File: config.mk
export PLATFORM = sky130hd
export DESIGN_NAME = flash_ctl_intlk
export DESIGN_NICKNAME = d
export VERILOG_FILES = /design/src/rtl/flash_ctl_pkg.sv /design/src/rtl/flash_ctl_wrfilter.sv /design/src/rtl/flash_ctl_regs.sv /design/src/rtl/flash_ctl_pump_div.sv /design/src/rtl/flash_ctl_intlk.sv
export SDC_FILE = /design/constraint.sdc
export NUM_CORES = 1
export LEC_CHECK = 0
export ABC_AREA = 1
export BUFFER_PORTS_ARGS = -buffer_cell sky130_fd_sc_hd__buf_2
export CAP_MARGIN = 20
export CORE_MARGIN = 3
export CORE_UTILIZATION = 47
export DETAILED_ROUTE_END_ITERATION = 7
export GPL_TIMING_DRIVEN = 0
export MAX_ROUTING_LAYER = met4
export PLACE_DENSITY = 0.79
export SLEW_MARGIN = 10
export SYNTH_ARGS = -nofsm -noshare
export SYNTH_HDL_FRONTEND = slang
export SYNTH_SLANG_ARGS = --single-unit
export TNS_END_PERCENT = 1
File: constraint.sdc
create_clock -name clk_i -period 3.3 [get_ports clk_i]
set_input_delay 0.495 -clock clk_i [delete_from_list [all_inputs] [get_ports clk_i]]
set_output_delay 0.495 -clock clk_i [all_outputs]
set_load 0.01 [all_outputs]
File: src/rtl/flash_ctl_pkg.sv
package flash_ctl_pkg;
  localparam int DATA_W = 8;
  localparam int BLK_W  = 2;
  localparam int DIV_W  = 2;
  localparam int CNT_W  = (1 << DIV_W) - 1;

  typedef struct packed {
    logic [DIV_W-1:0] div;
    logic [BLK_W-1:0] blk;
    logic             hv;
    logic             margin;
    logic             erase;
    logic             prog;
  } fcr_t;

  typedef enum logic [1:0] {
    MODE_IDLE   = 2'd0,
    MODE_PROG   = 2'd1,
    MODE_ERASE  = 2'd2,
    MODE_MARGIN = 2'd3
  } fmode_e;
endpackage

File: src/rtl/flash_ctl_wrfilter.sv
module flash_ctl_wrfilter
  import flash_ctl_pkg::*;
(
  input  logic  old_sel_i,
  input  fcr_t  req_i,
  output fcr_t  next_o
);
  logic erase_n;
  logic prog_n;
  logic hv_n;

  always_comb begin
    erase_n = req_i.erase;
    prog_n  = req_i.prog & ~req_i.erase;
    hv_n    = req_i.hv & old_sel_i & (prog_n | erase_n);
    next_o        = req_i;
    next_o.erase  = erase_n;
    next_o.prog   = prog_n;
    next_o.hv     = hv_n;
    next_o.margin = req_i.margin & ~hv_n;
  end
endmodule

File: src/rtl/flash_ctl_regs.sv
module flash_ctl_regs
  import flash_ctl_pkg::*;
(
  input  logic clk_i,
  input  logic rst_n,
  input  logic en_i,
  input  fcr_t d_i,
  output fcr_t q_o
);
  fcr_t q_q;
  fcr_t q_d;

  always_comb begin
    q_d = q_q;
    if (en_i) q_d = d_i;
  end

  always_ff @(posedge clk_i or negedge rst_n) begin
    if (!rst_n) q_q <= '0;
    else        q_q <= q_d;
  end

  assign q_o = q_q;

  p_hv_rise_needs_sel_r2: assert property (@(posedge clk_i) disable iff (!rst_n)
    $rose(q_q.hv) |-> $past(q_q.prog | q_q.erase));
  p_no_prog_erase_r3: assert property (@(posedge clk_i) disable iff (!rst_n)
    !(q_q.prog && q_q.erase));
  p_margin_excl_hv_r4: assert property (@(posedge clk_i) disable iff (!rst_n)
    !(q_q.margin && q_q.hv));
  p_hv_implies_sel_r5: assert property (@(posedge clk_i) disable iff (!rst_n)
    q_q.hv |-> (q_q.prog || q_q.erase));
  p_hold_no_write_r10: assert property (@(posedge clk_i) disable iff (!rst_n)
    !en_i |=> $stable(q_q));
endmodule

File: src/rtl/flash_ctl_pump_div.sv
module flash_ctl_pump_div
  import flash_ctl_pkg::*;
(
  input  logic             clk_i,
  input  logic             rst_n,
  input  logic             run_i,
  input  logic [DIV_W-1:0] div_i,
  output logic             tick_o
);
  logic [CNT_W-1:0] cnt_q;
  logic [CNT_W-1:0] cnt_d;
  logic [CNT_W-1:0] lim;
  logic             wrap;

  assign lim  = CNT_W'((1 << div_i) - 1);
  assign wrap = (cnt_q >= lim);

  always_comb begin
    cnt_d = cnt_q;
    if (!run_i)    cnt_d = '0;
    else if (wrap) cnt_d = '0;
    else           cnt_d = cnt_q + 1'b1;
  end

  always_ff @(posedge clk_i or negedge rst_n) begin
    if (!rst_n) cnt_q <= '0;
    else        cnt_q <= cnt_d;
  end

  assign tick_o = run_i & wrap;

  p_tick_needs_hv_r9: assert property (@(posedge clk_i) disable iff (!rst_n)
    tick_o |-> run_i);
  p_cnt_idle_r9: assert property (@(posedge clk_i) disable iff (!rst_n)
    !run_i |=> (cnt_q == '0));
endmodule

File: src/rtl/flash_ctl_intlk.sv
module flash_ctl_intlk
  import flash_ctl_pkg::*;
(
  input  logic              clk_i,
  input  logic              rst_n_i,
  input  logic              wr_en_i,
  input  logic [DATA_W-1:0] wdata_i,
  output logic [DATA_W-1:0] rdata_o,
  output logic [1:0]        mode_o,
  output logic              hv_array_o,
  output logic              pump_on_o,
  output logic [BLK_W-1:0]  blk_size_o,
  output logic [DIV_W-1:0]  div_sel_o,
  output logic              pump_tick_o
);
  logic   rst_meta_q;
  logic   rst_n;
  fcr_t   cur;
  fcr_t   filt;
  fmode_e mode;

  always_ff @(posedge clk_i or negedge rst_n_i) begin
    if (!rst_n_i) begin
      rst_meta_q <= 1'b0;
      rst_n      <= 1'b0;
    end else begin
      rst_meta_q <= 1'b1;
      rst_n      <= rst_meta_q;
    end
  end

  flash_ctl_wrfilter u_filt (
    .old_sel_i (cur.prog | cur.erase),
    .req_i     (fcr_t'(wdata_i)),
    .next_o    (filt)
  );

  flash_ctl_regs u_regs (
    .clk_i (clk_i),
    .rst_n (rst_n),
    .en_i  (wr_en_i),
    .d_i   (filt),
    .q_o   (cur)
  );

  flash_ctl_pump_div u_pump (
    .clk_i  (clk_i),
    .rst_n  (rst_n),
    .run_i  (cur.hv),
    .div_i  (cur.div),
    .tick_o (pump_tick_o)
  );

  always_comb begin
    if (cur.erase)       mode = MODE_ERASE;
    else if (cur.prog)   mode = MODE_PROG;
    else if (cur.margin) mode = MODE_MARGIN;
    else                 mode = MODE_IDLE;
  end

  assign rdata_o    = cur;
  assign mode_o     = mode;
  assign hv_array_o = cur.hv;
  assign pump_on_o  = cur.hv;
  assign blk_size_o = cur.blk;
  assign div_sel_o  = cur.div;

  p_hv_outputs_r6: assert property (@(posedge clk_i) disable iff (!rst_n)
    hv_array_o == pump_on_o);
  p_erase_mode_r7: assert property (@(posedge clk_i) disable iff (!rst_n)
    rdata_o[1] |-> (mode_o == 2'd2));
endmodule

==> results by group <==
Outcome
  • Status: complete, no violations

Timing
  • Post-route setup TNS: 0 ns
  • Setup WS post-layout: 1.21 ns
  • Final setup viols: 0
  • F_max: 0.479 GHz
  • Unrepaired setup endpoints after global routing: no
  • Clk_skew: 0.00253 ns
  • Final hold vios: 0
  • Final period util: 63.3%
  • Minimum clock period: 2.09 ns
  • Fin. max-slew vios: 0

Pwr
  • Register share of total power: 50.1%
  • Clk pwr share: 26.4%
  • Cell leakage power: 0.508 nW
  • Pwr dens: 431 mW/mm2
  • VDD IR max: between 0.2 and 0.3 mV
  • Switching Share: 29.4%
  • Tot Pwr: 0.000367 W
  • Switching power: approximately 0.00011 W
  • Int Pwr: 0.000259 W
  • Comb pwr share: a little under a quarter

Clocking
  • Clock sinks: 13
  • Resized cells post-CTS: 0
  • H-tree levels: 1
  • Clk buf depth: 2
  • Worst-Skew Late Latency: 0.27 ns
  • Root buffer cell: clkbuf_4
  • TritonCTS clock tree: done
  • Clock-pin slew on the worst setup and hold paths: 0.08 ns
  • Number of setup buffers added after CTS: 0
  • Num CTS Buffers: 3

Worst setup path
  • Reg2Reg Launch Point: u_regs.q_o[7]$_DFFE_PN0P_
  • CP dominant cell by count: nand2_1
  • Endpoint class of the critical path: primary output
  • Worst Path Arrival: 1.59 ns
  • Startpoint types: flop
  • Start point of the critical path: u_regs.q_o[7]$_DFFE_PN0P_
  • Critical path class: flop to primary output
  • CP max-delay cell: dfrtp_1
  • CP cell instances: inv_1 -> nand2_1 -> ha_1 -> inv_1 -> nand2_1 -> nand2_1 -> a21boi_0 -> buf_2
  • WP data required: between 2 and 3 ns
  • CP Max Fanout: 4
  • CP max stage delay: 0.42 ns

Route
  • Met1 WL: 587 um
  • Routed Antenna Nets: 0
  • Via density per instance: 4.69
  • Iteration-0 DRC Markers: 7
  • Routed WL: 1.33 mm
  • DR WL met3: between 90 and 100 um
  • # DRC: 0
  • Top Layer Used: met4
  • Routed wire per std cell: 11.0 um
  • Via count: 568
  • Met2 wire len: 632 um
  • First-pass DRT Iterations: 4

Placement
  • IO buf count: 26
  • GPL Wtd Cong: 0.799
  • Placed cell count: approximately 120
  • Post-DP HPWL: 1.06 mm
  • DP Worst Slack: approximately 1.5 ns

Synth
  • Compound-Gate Fraction of Synth Area: 7.48%
  • Cell area after synthesis: 669 um2
  • Register area share after synthesis: 48.6%
  • Syn nets: 91
  • Mux cell area share after synthesis: 0%
  • XOR/XNOR share of the synthesized area: under 10%
  • YS warnings: 0
  • Simple logic cell fraction of the synthesized area: 18.5%
  • Post-synth top area share: 48.6%
  • Main area contributors after synthesis: dfrtp_1 49%, nand2_1 12%, ha_1 7.5%, buf_4 6.7%, inv_1 6.7%
  • Largest family of logic cells by synthesized area: simple AND/OR/NAND/NOR gates
  • Syn avg cell area: 8.81 um2
  • Yosys top cell by area: dfrtp_1
  • Distinct cells, synth: 19
  • Post-synthesis adder-cell area fraction: under 10%
  • Mapped Cells: 76
  • Flops & latches, synth: 13

GRT
  • First-pass GRT wire length: 2.11 mm
  • Initial antenna violation count: 0
  • Vias in the first global route: 522
  • Grt total ovfl: 0
  • Pin count of the biggest net entering global routing: 12
  • Gr usage total: 15.5%

Floorplan
  • Boundary Pins: 28
  • Die Y-Extent: 43.7 um
  • Core area: 0.00122 mm2
  • Chip width: 43.7 um
  • Full die area: 0.00191 mm2
  • Initial Util: 55.0%
  • Row cnt: 12

Final layout
  • Fin util: 70.2%
  • Final nets: 123
  • Register area: ~330 um2
  • Area added between synthesis and finish: 27.5%
  • Share of cells above drive strength 1: 38.3%
  • Most frequent cells in the layout: 26 x buf_2, 21 x nand2_1, 13 x dfrtp_1, 12 x inv_1, 6 x buf_4
  • Area of the multi-input gates: 236 um2
  • Commonest non-fill, non-tap cell in the layout: buf_2
  • Antenna Cells: 0
  • Fin cells: 121
  • Fillcell total: around 110

Worst hold path
  • Hold Crit Class: flop to async pin

Flow run
  • Max cap viols: 0
kinds of logic (layout without fill, tap and decap cells):
group	after synthesis	after routing
compound gates	8	8
xor+xnor	1	1
fa+ha+maj	4	4
buf+inv	20	51
flops	13	13
other cells	1	1
simple gates	29	29
per-stage QoR:
stage          area (um2)  hold WS [ns]
2_1_floorplan         669         0.134
3_3_place_gp          817         0.188
3_5_place_dp          817         0.198
4_1_cts               853         0.203
5_1_grt               853         0.233
6_report              853         0.187
state kept, by name, summed over array words and instances, names as in the netlist:
register      flops
u_pump.cnt_q      3
rst_meta_q        1
u_regs.q_o        8
rst_n             1
layer usage:
| layer | GRT usage [%] | vias to the layer above |
|---|---|---|
| met2 | 25.0 | 23 |
| met1 | 18.0 | 252 |
| met3 | 2.49 | 2 |
| met5 | - | - |
| li1 | - | 291 |
| met4 | 9.04 | 0 |
final cells by class:
class / count / area share [%]
Sequential cell: 13 / 38.1
Multi-Input combinational cell: 43 / 27.7
Timing Repair Buffer: 27 / 16.4
Buffer: 7 / 6.60
Inverter: 13 / 6.01
Clock buffer: 4 / 3.08
Tap cell: 14 / 2.05
synthesized netlist by cell type:
cell type and count:
inv_1 12, dfrtp_1 13, ha_1 4, buf_6 1
nand2_1 21, nand3_1 2, o21ai_0 3, nand4_1 1
a21boi_0 1, a21oi_2 1, buf_4 6, nor2_1 3
nor2_4 1, a21oi_1 2, conb_1 1, inv_4 1
o21ai_2 1, nand2_2 1, xnor2_1 1
repair_timing:
item	4_1_cts	5_1_grt
hold endpoints to repair	2	0
setup endpoints to repair	0	0
hold buffers	1	0
worst max-delay path: cells and delay by family (launching register included):
family	cells	cell delay, ns
flip-flops	1	0.42
buffers and inverters	3	0.31
AO/OA/AOI/OAI	1	0.16
AND/OR/NAND/NOR	3	0.17
adder cells (fa/ha/maj)	1	0.26
power groups by stage:
| stage | Sequential, W | Combinational, W | Clock [W] |
|---|---|---|---|
| floorplan | 0.000190 | 0.0000496 | 0 |
| global placement | 0.000186 | 0.0000833 | 0 |
| detailed placement | 0.000187 | 0.0000868 | 0 |
| CTS | 0.000184 | 0.0000878 | 0.0000990 |
| global route | 0.000187 | 0.0000963 | 0.000110 |
| finish | 0.000184 | 0.0000864 | 0.0000970 |
final timing paths:
path                                        endpoint  slack (ns)  cells after the start
min in group clk_i                   rst_n$_DFF_PN0_        0.35                      0
max reg2reg                u_pump.cnt_q[0]$_DFF_PN0_        1.98                      8
max                                      pump_tick_o        1.21                      8
min reg2reg                u_regs.q_o[3]$_DFFE_PN0P_        0.19                      0
min                        u_regs.q_o[3]$_DFFE_PN0P_        0.19                      0
max in group asynchronous            rst_n$_DFF_PN0_        2.68                      2
Note: power is estimated with default switching activity, not from simulation.
